==> src/rtl/cfg_route_pkg.sv <==
package cfg_route_pkg;

  typedef enum logic [1:0] {
    ROUTE_BRIDGE = 2'd0,
    ROUTE_TYPE0  = 2'd1,
    ROUTE_TYPE1  = 2'd2
  } route_e;

  // strobes from control to datapath
  typedef struct packed {
    logic loadRsp;
    logic setBus;
    logic setDev;
  } strobe_t;

endpackage

==> src/rtl/cfg_route_ctrl.sv <==
module cfg_route_ctrl
  import cfg_route_pkg::*;
(
  input  logic    clk,
  input  logic    rstN,
  input  logic    reqValid,
  input  logic    rspReady,
  input  logic    setBusIn,
  input  logic    setDevIn,
  output logic    reqReady,
  output logic    rspValid,
  output strobe_t strobe
);

  logic accept;

  assign reqReady = !rspValid || rspReady;
  assign accept   = reqValid && reqReady;

  always_ff @(posedge clk or negedge rstN) begin
    if (!rstN) begin
      rspValid <= 1'b0;
    end else if (accept) begin
      rspValid <= 1'b1;
    end else if (rspReady) begin
      rspValid <= 1'b0;
    end
  end

  always_comb begin
    strobe.loadRsp = accept;
    strobe.setBus  = setBusIn;
    strobe.setDev  = setDevIn;
  end

  AST_ACCEPT_RESPONDS: assert property (@(posedge clk) disable iff (!rstN)
    (reqValid && reqReady) |=> rspValid);

  AST_STALL_KEEPS_VALID: assert property (@(posedge clk) disable iff (!rstN)
    (rspValid && !rspReady) |=> rspValid);

endmodule

==> src/rtl/cfg_route_dp.sv <==
module cfg_route_dp
  import cfg_route_pkg::*;
#(
  parameter int BUS_W  = 8,
  parameter int DEV_W  = 5,
  parameter int FUNC_W = 3,
  parameter int REG_W  = 10,
  parameter int DATA_W = 32,
  parameter int RESET_BUS = 0,
  parameter int RESET_DEV = 1,
  localparam int REG_LO_W = 6,
  localparam int ADDR_W   = 4 + (REG_W - REG_LO_W) + BUS_W + DEV_W + FUNC_W + REG_LO_W + 2,
  localparam int STS_W    = 32,
  localparam int BUS_POS  = 8,
  localparam int DEV_POS  = 16
) (
  input  logic              clk,
  input  logic              rstN,
  input  strobe_t           strobe,
  input  logic              linkDownIn,
  input  logic [BUS_W-1:0]  newBus,
  input  logic [DEV_W-1:0]  newDev,
  input  logic [BUS_W-1:0]  reqBus,
  input  logic [DEV_W-1:0]  reqDev,
  input  logic [FUNC_W-1:0] reqFunc,
  input  logic [REG_W-1:0]  reqReg,
  input  logic              reqWrite,
  input  logic [DATA_W-1:0] reqData,
  output logic [STS_W-1:0]  statusWord,
  output route_e            rspRoute,
  output logic [ADDR_W-1:0] rspAddr,
  output logic              rspWrite,
  output logic [DATA_W-1:0] rspData,
  output logic              rspDrop
);

  logic [BUS_W-1:0]  localBus;
  logic [DEV_W-1:0]  localDev;
  logic              linkDown;

  logic              busHit;
  logic              devHit;
  route_e            nextRoute;
  logic              nextDrop;
  logic [DATA_W-1:0] nextData;
  logic [ADDR_W-1:0] nextAddr;

  // status register, each field loaded on its own strobe
  always_ff @(posedge clk or negedge rstN) begin
    if (!rstN) begin
      localBus <= BUS_W'(RESET_BUS);
      localDev <= DEV_W'(RESET_DEV);
      linkDown <= 1'b1;
    end else begin
      linkDown <= linkDownIn;
      if (strobe.setBus) localBus <= newBus;
      if (strobe.setDev) localDev <= newDev;
    end
  end

  always_comb begin
    statusWord = '0;
    statusWord[0] = linkDown;
    statusWord[BUS_POS +: BUS_W] = localBus;
    statusWord[DEV_POS +: DEV_W] = localDev;
  end

  // route decision
  assign busHit = (reqBus == localBus);
  assign devHit = (reqDev == localDev);

  always_comb begin
    if (!busHit)     nextRoute = ROUTE_TYPE1;
    else if (devHit) nextRoute = ROUTE_BRIDGE;
    else             nextRoute = ROUTE_TYPE0;
  end

  assign nextDrop = (nextRoute != ROUTE_BRIDGE) && linkDown;

  always_comb begin
    if (nextDrop)      nextData = reqWrite ? '0 : '1;
    else if (reqWrite) nextData = reqData;
    else               nextData = '0;
  end

  assign nextAddr = {1'b1, 3'b000, reqReg[REG_W-1:REG_LO_W], reqBus, reqDev,
                     reqFunc, reqReg[REG_LO_W-1:0], 2'b00};

  // result stage
  always_ff @(posedge clk or negedge rstN) begin
    if (!rstN) begin
      rspRoute <= ROUTE_BRIDGE;
      rspAddr  <= '0;
      rspWrite <= 1'b0;
      rspData  <= '0;
      rspDrop  <= 1'b0;
    end else if (strobe.loadRsp) begin
      rspRoute <= nextRoute;
      rspAddr  <= nextAddr;
      rspWrite <= reqWrite;
      rspData  <= nextData;
      rspDrop  <= nextDrop;
    end
  end

  AST_BUS_KEEPS_DEV: assert property (@(posedge clk) disable iff (!rstN)
    (strobe.setBus && !strobe.setDev) |=> $stable(localDev));

  AST_DEV_KEEPS_BUS: assert property (@(posedge clk) disable iff (!rstN)
    (strobe.setDev && !strobe.setBus) |=> $stable(localBus));

  AST_LINK_FLAG_TRACKS: assert property (@(posedge clk) disable iff (!rstN)
    1'b1 |=> (linkDown == $past(linkDownIn)));

  AST_BRIDGE_NEVER_DROPPED: assert property (@(posedge clk) disable iff (!rstN)
    rspDrop |-> (rspRoute != ROUTE_BRIDGE));

endmodule

==> src/rtl/cfg_type_router.sv <==
module cfg_type_router
  import cfg_route_pkg::*;
#(
  parameter int RESET_BUS = 0,
  parameter int RESET_DEV = 1
) (
  input  logic        clk,
  input  logic        rstN,
  input  logic        linkDownIn,
  input  logic        setBus,
  input  logic [7:0]  newBus,
  input  logic        setDev,
  input  logic [4:0]  newDev,
  output logic [31:0] statusWord,
  input  logic        reqValid,
  output logic        reqReady,
  input  logic [7:0]  reqBus,
  input  logic [4:0]  reqDev,
  input  logic [2:0]  reqFunc,
  input  logic [9:0]  reqReg,
  input  logic        reqWrite,
  input  logic [31:0] reqData,
  output logic        rspValid,
  input  logic        rspReady,
  output logic [1:0]  rspRoute,
  output logic [31:0] rspAddr,
  output logic        rspWrite,
  output logic [31:0] rspData,
  output logic        rspDrop
);

  strobe_t strobe;
  route_e  routeQ;

  cfg_route_ctrl i_ctrl (
    .clk      (clk),
    .rstN     (rstN),
    .reqValid (reqValid),
    .rspReady (rspReady),
    .setBusIn (setBus),
    .setDevIn (setDev),
    .reqReady (reqReady),
    .rspValid (rspValid),
    .strobe   (strobe)
  );

  cfg_route_dp #(
    .BUS_W     (8),
    .DEV_W     (5),
    .FUNC_W    (3),
    .REG_W     (10),
    .DATA_W    (32),
    .RESET_BUS (RESET_BUS),
    .RESET_DEV (RESET_DEV)
  ) i_dp (
    .clk        (clk),
    .rstN       (rstN),
    .strobe     (strobe),
    .linkDownIn (linkDownIn),
    .newBus     (newBus),
    .newDev     (newDev),
    .reqBus     (reqBus),
    .reqDev     (reqDev),
    .reqFunc    (reqFunc),
    .reqReg     (reqReg),
    .reqWrite   (reqWrite),
    .reqData    (reqData),
    .statusWord (statusWord),
    .rspRoute   (routeQ),
    .rspAddr    (rspAddr),
    .rspWrite   (rspWrite),
    .rspData    (rspData),
    .rspDrop    (rspDrop)
  );

  assign rspRoute = routeQ;

  AST_STALL_HOLDS_RESULT: assert property (@(posedge clk) disable iff (!rstN)
    (rspValid && !rspReady) |=> ($stable(rspAddr) && $stable(rspRoute) &&
                                 $stable(rspData) && $stable(rspDrop)));

endmodule

==> config.mk <==
export PLATFORM = sky130hd
export DESIGN_NAME = cfg_type_router
export DESIGN_NICKNAME = d
export VERILOG_FILES = /design/src/rtl/cfg_route_pkg.sv /design/src/rtl/cfg_route_ctrl.sv /design/src/rtl/cfg_route_dp.sv /design/src/rtl/cfg_type_router.sv
export SDC_FILE = /design/constraint.sdc
export NUM_CORES = 1
export LEC_CHECK = 0
export BUFFER_PORTS_ARGS = -buffer_cell sky130_fd_sc_hd__clkbuf_2
export CORE_UTILIZATION = 35
export DETAILED_ROUTE_END_ITERATION = 10
export HOLD_SLACK_MARGIN = 0.02
export PLACE_DENSITY = 0.67
export SYNTH_ARGS = -nofsm -noshare
export SYNTH_HDL_FRONTEND = slang
export SYNTH_SLANG_ARGS = --single-unit
==> constraint.sdc <==
create_clock -name clk -period 2.65 [get_ports clk]
set_clock_uncertainty 0.2 [all_clocks]
set_input_delay 0.53 -clock clk [delete_from_list [all_inputs] [get_ports clk]]
set_output_delay 0.53 -clock clk [all_outputs]
set_load 0.05 [all_outputs]
After elaboration in Yosys (flattened, before gate mapping)

Index checks and enable logic that the tools add are counted.

Flip-flop bits (word level): 78
Output and inout port bits: 102
Input bits: 79
Word-level logic and storage cells: 24

Equality and inequality tests: 2
Mux-type cells: 7
Reduce and logical (&&, ||, !) cells: 6

Operators with widths:

| kind               | number |
|---|---|
| two-way mux 32 bit | 3 |
| == test 8 bit      | 1 |
| == test 5 bit      | 1 |
| nonzero test 2 bit | 2 |
| two-way mux 1 bit  | 3 |
| logical AND 1 bit  | 2 |
| two-way mux 2 bit  | 1 |
| zero test 1 bit    | 1 |
| logical OR 1 bit   | 1 |

Logic depth before layout (Yosys ltp)

Gate-level depths: netlist of run 1.

Depth in word-level cells: 6
Depth in mapped cells: 6
Gate-level depth less buffers: 5

By module

From an unflattened synthesis of run 1, not the netlist that was laid out.

Cell total of the unflattened synthesis: 336
Area, all modules: 3977.6 um^2

Modules (own cells, without submodules):

| module         | seq. area each (um^2) | cells each | area each (um^2) | times used |
|---|---|---|---|---|
| cfg_route_dp   | 1929.4                | 329        | 3901.2           | 1 |
| cfg_route_ctrl | 25.0                  | 7          | 76.3             | 1 |

Worst setup path after synthesis of run 1

No wires, ideal clock.

Path type: register to register
Start point: reg i_dp.localBus[1]
End point: reg i_dp.rspData[0]
Setup slack: 0.330 ns
Data arrival time: 1.999 ns
Data required time: 2.329 ns
Library setup time: 0.121 ns
Period minus slack after synthesis: 2.320 ns
Path buffers: 1
Stages on the path, launching flop included: 7
Cell sequence: dfrtp_1 xnor2_1 nand4_1 o41ai_4 o21ai_4 buf_6 o22a_1

Cells in the longest elaborated chain, start to end: 5

Ends and longest elaborated chain:

| what                   | line                | RTL |
|---|---|---|
| from (decl)            | cfg_route_dp.sv:37  | `logic [BUS_W-1:0] localBus;` |
| from (signal assigned) | cfg_route_dp.sv:51  | `localBus <= BUS_W'(RESET_BUS);` |
| from (signal assigned) | cfg_route_dp.sv:56  | `if (strobe.setBus) localBus <= newBus;` |
| == test 8 bit          | cfg_route_dp.sv:69  | `assign busHit = (reqBus == localBus);` |
| two-way mux 2 bit      | cfg_route_dp.sv:73  | `if (!busHit) nextRoute = ROUTE_TYPE1;` |
| nonzero test 2 bit     | cfg_route_dp.sv:78  | `assign nextDrop = (nextRoute != ROUTE_BRIDGE) && linkDown;` |
| logical AND 1 bit      | cfg_route_dp.sv:78  |  |
| two-way mux 32 bit     | cfg_route_dp.sv:81  | `if (nextDrop) nextData = reqWrite ? '0 : '1;` |
| to (signal assigned)   | cfg_route_dp.sv:101 | `rspData <= nextData;` |
| to (decl)              | cfg_route_dp.sv:33  | `output logic [DATA_W-1:0] rspData,` |

No other way between the ends.
A chain may end at the register's enable or synchronous reset.

Worst setup path after layout of run 1

Start point: reg i_ctrl.rspValid
End point: reg i_dp.rspData[25]

Cells in the longest elaborated chain, start to end: 3

Ends and longest elaborated chain:

| what                   | line                 | RTL |
|---|---|---|
| from (decl)            | cfg_route_ctrl.sv:11 | `output logic rspValid,` |
| from (signal assigned) | cfg_route_ctrl.sv:22 | `rspValid <= 1'b0;` |
| from (signal assigned) | cfg_route_ctrl.sv:24 | `rspValid <= 1'b1;` |
| from (signal assigned) | cfg_route_ctrl.sv:26 | `rspValid <= 1'b0;` |
| zero test 1 bit        | cfg_route_ctrl.sv:17 | `assign reqReady = !rspValid \|\| rspReady;` |
| logical OR 1 bit       | cfg_route_ctrl.sv:17 |  |
| logical AND 1 bit      | cfg_route_ctrl.sv:18 | `assign accept = reqValid && reqReady;` |

No other way between the ends.

==> results of run 1 <==
## cell type report
class / instances / area share
Sequential cell: 78 / 0.4368
Multi-Input combinational cell: 213 / 0.2836
Timing Repair Buffer: 164 / 0.1941
Tap cell: 129 / 0.03607
Clock buffer: 10 / 0.02852
Clock inverter: 6 / 0.02097
## sequential cells by signal, summed over array words and instances, names as in the netlist
register,flops
i_dp.rspData,32
i_dp.rspAddr,27
i_dp.rspRoute,2
i_dp.localBus,8
i_dp.rspDrop,1
i_ctrl.rspValid,1
i_dp.rspWrite,1
i_dp.linkDown,1
i_dp.localDev,5
## metrics by stage
| step | cell area [um2] | std cells | util | hold WS, ns |
|---|---|---|---|---|
| 2_1_floorplan | 3522 | 335 | - | 0.03441 |
| 3_3_place_gp | 4243 | 583 | 0.4527 | 0.2547 |
| 3_5_place_dp | 4243 | 583 | 0.4527 | 0.2619 |
| 4_1_cts | 4474 | 600 | 0.4774 | 0.03440 |
| 5_1_grt | 4474 | 600 | 0.4774 | 0.02721 |
| 6_report | 4474 | 600 | 0.4774 | 0.05733 |
## power by group through the flow
stage	clock network, mW	registers [mW]	logic, mW
final	0.989	1.44	1.14
after global routing	1.07	1.46	1.21
after CTS	1.03	1.44	1.15
after detailed placement	0	1.46	1.15
after global placement	0	1.45	1.14
after floorplan	0	1.99	0.342
## critical path, stage by stage, from the launching register on
cell and delay (ns):
dfrtp_1 0.38, nand2b_1 0.12, and2_2 0.72, o21ai_4 0.44
o22a_2 0.32
## worst max path at each step
stage	from	endpoint	slack, ns	depth (start not counted)
2_1_floorplan	i_dp.localBus[1]	i_dp.rspData[0]	0.33	6
3_3_place_gp	rspReady	i_dp.rspData[25]	0.11	5
3_5_place_dp	rspReady	i_dp.rspData[25]	0.05	5
4_1_cts	i_ctrl.rspValid	i_dp.rspData[25]	0.32	4
5_1_grt	i_ctrl.rspValid	i_dp.rspData[25]	0.17	4
6_report	i_ctrl.rspValid	i_dp.rspData[25]	0.31	4
## timing repair
action,in CTS,in global routing
hold endpoints to repair,37,0
hold buffers,1,0
buffers inserted,0,0
## per-layer routing
layer / share of wire / wire (um) / up-vias / track usage
met2: 0.47 / 3769 / 113 / 0.2700
li1: - / - / 1313 / -
met4: 0.021 / 170 / 0 / 0.06912
met3: 0.073 / 588 / 14 / 0.04762
met5: 0 / 0 / - / 0
met1: 0.44 / 3489 / 1300 / 0.1978
## placed cells by master (no fill, tap or decap), types with 3 or more instances in the layout
| cell | netlist | final |
|---|---|---|
| o22a_1 | 30 | 30 |
| buf_4 | 24 | 5 |
| conb_1 | 1 | 23 |
| and3_1 | 29 | 29 |
| nand2b_1 | 3 | 3 |
| xnor2_1 | 13 | 13 |
| clkbuf_2 | 0 | 156 |
| clkbuf_8 | 0 | 9 |
| and3_2 | 3 | 3 |
| nand2_1 | 87 | 87 |
| dfrtp_1 | 76 | 76 |
| mux2_2 | 13 | 13 |
## kinds of logic after synthesis
family	after synthesis
and+or+nand+nor	127
DFF	78
buffers and inverters	44
AOI/OAI and AO/OA	37
xor gates and xnor gates	13
muxes	13
other	1
## Yosys cell counts, drive strengths merged
cell	count
o41ai	1
o211ai	1
dfstp	2
nand4	2
conb	1
nand2	87
clkbuf	13
xnor2	13
mux2	13
nand2b	3
o22a	32
buf	31
dfrtp	76
and2	1
o21ai	3
nor2	1
nand3	1
and3	32
==> results_dict.tcl, run 1 <==
set metrics [dict create \
    regToRegStartpoint "i_ctrl.rspValid" \
    drive_above_1_share 0.4268 \
    cap_violations 0 \
    drt_iter0_drc 78 \
    postRouteAntennaNets 0 \
    route.detailed.drc 0 \
    regArea_um2 1954 \
    cts-buffers-inserted 9 \
    power.density_nw_per_um2 797.1 \
    hold_start "linkDownIn" \
    via_per_inst 4.567 \
    period_needed_ns 2.336 \
    reg2reg_slack_ns 0.31 \
    synth.cell_area_um2 3440 \
    drt_wl_total_um 8018 \
    vias 2740 \
    avgRoutedWirePerCell_um 13.36 \
    dieArea_um2 10230 \
    netlist_instances 313 \
    clock.fmax_mhz 428.1 \
    muxShareOfSynthArea 0.04256 \
    crit_path_max_fanout 39 \
    ys_types 23 \
    hold_path_class "in -> reg" \
    hpwl_um 5845 \
    layout-area-overhead-vs-synth_pct 30.08 \
    clk_pin_slew_ns 0.09 \
    diodes 0 \
    port_buffers 157 \
    crit_path_start_kind "flip-flop" \
    yosysTopAreaCell "dfrtp_1" \
    pwr-share-comb 0.320 \
    ys_ff_latch 78 \
    hold_violations 0 \
    cts.sinks 78 \
    grt-ovfl-total 0 \
    worst-setup-path-type "reg -> reg" \
    cts_tree "yes" \
    hold_path_end "i_dp.linkDown" \
    clockBufferDepth 2 \
    core_area_um2 9371 \
    critical_path_arrival_ns 2.37 \
    r2r_cells 4 \
    fin_setup_tns_ns 0 \
    cts_max_level 3 \
    cts_resized 0 \
    synth_xor_xnor_area_share 0.03310 \
    rows 35 \
    endpoint_kind "flip-flop" \
    power.share.clock 0.277 \
    initial_core_util 0.3670 \
    grt_usage 0.1627 \
    power.leakage_nw 2.433 \
    timing.slew.headroom 0.4303 \
    power.total_mw 3.567 \
    die_y_um 101.1 \
    crit_required_ns 2.68 \
    drv_slew 0 \
    synth-compound-area-share 0.1000 \
    setup_viol 0 \
    synth_top_cell_area_share 0.5529 \
    multi_input_area_um2 1269 \
    antenna_found_initial 0 \
    seq_power_share 0.402 \
    grt_max_degree 42 \
    synth-simple-area-share 0.1677 \
    place_ws_ns 0.04995 \
    peakVddDrop_v 0.0003080 \
    syn_avg_cell_area_um2 10.99 \
    yosysSeqAreaShare 0.5682 \
    grt_pass1_vias 2694 \
    synth_fa_ha_area_frac 0 \
    nFillCells 904 \
    switchingPower_mw 1.402 \
    r2r_end "i_dp.rspData[25]" \
    nets 545 \
    swShare 0.3932 \
    place.gp.congestion 0.7339 \
    fp.dieW_um 101.1 \
    rsz0062_at_grt "no" \
    ios 181 \
    synth_area_leaders "dfrtp_1 55%, nand2_1 9.5%, o22a_1 7.6%, and3_1 5.3%, buf_4 5.2%" \
    hold_depth 1 \
    p_int_mw 2.164 \
    setup_ws_ns 0.3141 \
    status "complete, no violations" \
    root_buffer "clkbuf_8" \
    synth_top_family_by_area "simple AND/OR/NAND/NOR gates" \
    drt_first_pass_iters 4 \
    worst_pin_slew_ns 0.8513 \
    fin_crit_sh 0.8815 \
    yosysWarnings 0 \
    clkLatencyLatePin_ns 0.35 \
    grt_pass1_wl_um 12880 \
]
Note: power is estimated with default switching activity, not from simulation.
==> run 2, diff against run 1 <==
Settings changed: CORE_UTILIZATION 35 to 40, PLACE_DENSITY 0.67 to 0.74.
Clock period 2.65 ns to 2.77 ns, I/O delays scaled along.
==> results_dict.tcl, run 2 (synthesis results as in run 1) <==
set metrics [dict create \
    endpoint_kind "flip-flop" \
    hold_ws_ns 0.1025 \
    crit_start "i_dp.localBus[5]" \
    clkLatencyLatePin_ns 0.34 \
    instances_no_fill 576 \
    clk_pin_slew_ns 0.09 \
    grt_usage 0.1804 \
    grt-ovfl-total 0 \
    grt_max_degree 45 \
    fin_crit_sh 0.8251 \
    avgRoutedWirePerCell_um 13.73 \
    root_buffer "clkbuf_8" \
    crit_chain "xnor2_1, nand4_1, o41ai_4, buf_12, o21ai_4, o22a_1" \
    place.gp.congestion 0.7727 \
    fin_setup_tns_ns 0 \
    antenna_found_initial 0 \
    top_register "i_dp.rspData" \
    fin_util 0.5382 \
    drv_slew 0 \
    hpwl_um 5736 \
    cts-buffers-inserted 9 \
    cp-endpoint "i_dp.rspData[10]" \
    via_per_inst 4.753 \
    postRouteAntennaNets 0 \
    critPathTopFamily "compound AO/OA/AOI/OAI gates" \
    grt_pass1_vias 2526 \
    critPathSlowestCell "o41ai_4" \
    layout-area-overhead-vs-synth_pct 29.21 \
    worst-path-stages 6 \
    rsz0062_at_grt "no" \
    clockBufferDepth 2 \
    most-common-layout-cells "156 x clkbuf_2, 87 x nand2_1, 76 x dfrtp_1, 30 x o22a_1, 29 x and3_1" \
    dieArea_um2 8974 \
    crit_path_max_fanout 34 \
    grt_pass1_wl_um 12350 \
    nets 545 \
    cap_violations 0 \
    cts_max_level 3 \
    cts.sinks 78 \
    peakVddDrop_v 0.0003224 \
    initial_core_util 0.4165 \
    drive_above_1_share 0.4289 \
    largest_register_ffs 32 \
    timing.slew.headroom 0.4449 \
    drt_wl_total_um 7909 \
    critical_path_arrival_ns 2.30 \
    drt_first_pass_iters 4 \
    r2r_end "i_dp.rspData[10]" \
    crit_required_ns 2.78 \
    reg2reg_slack_ns 0.48 \
    status "complete, no violations" \
    worst-setup-path-type "reg -> reg" \
    port_buffers 157 \
    crit_path_start_kind "flip-flop" \
    period_needed_ns 2.286 \
    power.density_nw_per_um2 765.8 \
    setup_viol 0 \
    max_stage_delay_ns 0.44 \
    hold_path_class "in -> reg" \
    core_area_um2 8258 \
    r2r_cells 6 \
    power.leakage_nw 2.432 \
    hold_buffers 1 \
    ios 181 \
    die_y_um 94.73 \
    fp.dieW_um 94.73 \
    rows 33 \
    diodes 0 \
    reg_top3 "i_dp.rspData (32), i_dp.rspAddr (27), i_dp.localBus (8)" \
    placed_cells 559 \
    regToRegStartpoint "i_dp.localBus[5]" \
    hold_violations 0 \
    cts_tree "yes" \
    clock.fmax_mhz 437.5 \
    route.detailed.drc 0 \
    cp_num_buf_inv 1 \
    cts_resized 0 \
    final_common_cell "clkbuf_2" \
    drt_iter0_drc 84 \
    vias 2738 \
    post_cts_buffers 0 \
    worst_pin_slew_ns 0.8296 \
]
-- run 2: area by class of cell --
| cell class | instances | area [um2] |
|---|---|---|
| clock buffers | 9 | 123.9 |
| clock inverters | 7 | 97.59 |
| fillers | 757 | 3814 |
| multi-input cells | 213 | 1269 |
| flip-flops and latches | 78 | 1954 |
| well taps | 105 | 131.4 |
| repair buffers | 164 | 868.3 |
-- run 2: worst register-to-register path: cells and delay by family, from the launching register on --
| kind | cells | cell delay (ns) |
|---|---|---|
| AOI/OAI and AO/OA | 3 | 0.96 |
| buffers and inverters | 1 | 0.22 |
| DFF | 1 | 0.41 |
| and+or+nand+nor | 1 | 0.20 |
| xor gates and xnor gates | 1 | 0.17 |
-- run 2: worst min-delay path by stage --
stage | startpoint | endpoint | slack (ns) | cells after the start
6_report | linkDownIn | i_dp.linkDown | 0.10 | 1
5_1_grt | linkDownIn | i_dp.linkDown | 0.07 | 1
4_1_cts | linkDownIn | i_dp.linkDown | 0.08 | 1
3_5_place_dp | i_dp.rspAddr[23] | i_dp.rspAddr[23] | 0.26 | 2
3_3_place_gp | i_dp.rspRoute[0] | i_dp.rspRoute[0] | 0.25 | 2
2_1_floorplan | rstN | i_ctrl.rspValid | 0.06 | 0
-- run 2: where the power goes --
group	internal (mW)	switching [mW]	total, mW
Clock	0.511	0.427	0.937
Combinational	0.270	0.825	1.09
Sequential	1.28	0.0875	1.37
Total	2.06	1.34	3.40
-- run 2: layer usage --
| layer | track usage | vias to the layer above | routed length, um |
|---|---|---|---|
| li1 | - | 1315 | - |
| met1 | 0.2274 | 1322 | 3439 |
| met2 | 0.3046 | 93 | 4026 |
| met3 | 0.03784 | 8 | 366 |
| met4 | 0.06566 | 0 | 76 |
| met5 | 0 | - | 0 |
-- run 2: stage by stage --
stage	total power, mW	area [um2]	setup WS [ns]
after floorplan	2.228	3522	0.4497
after global placement	2.479	4213	0.2322
after detailed placement	2.497	4213	0.2170
after CTS	3.439	4444	0.4507
after global routing	3.558	4444	0.3573
final	3.404	4444	0.4844
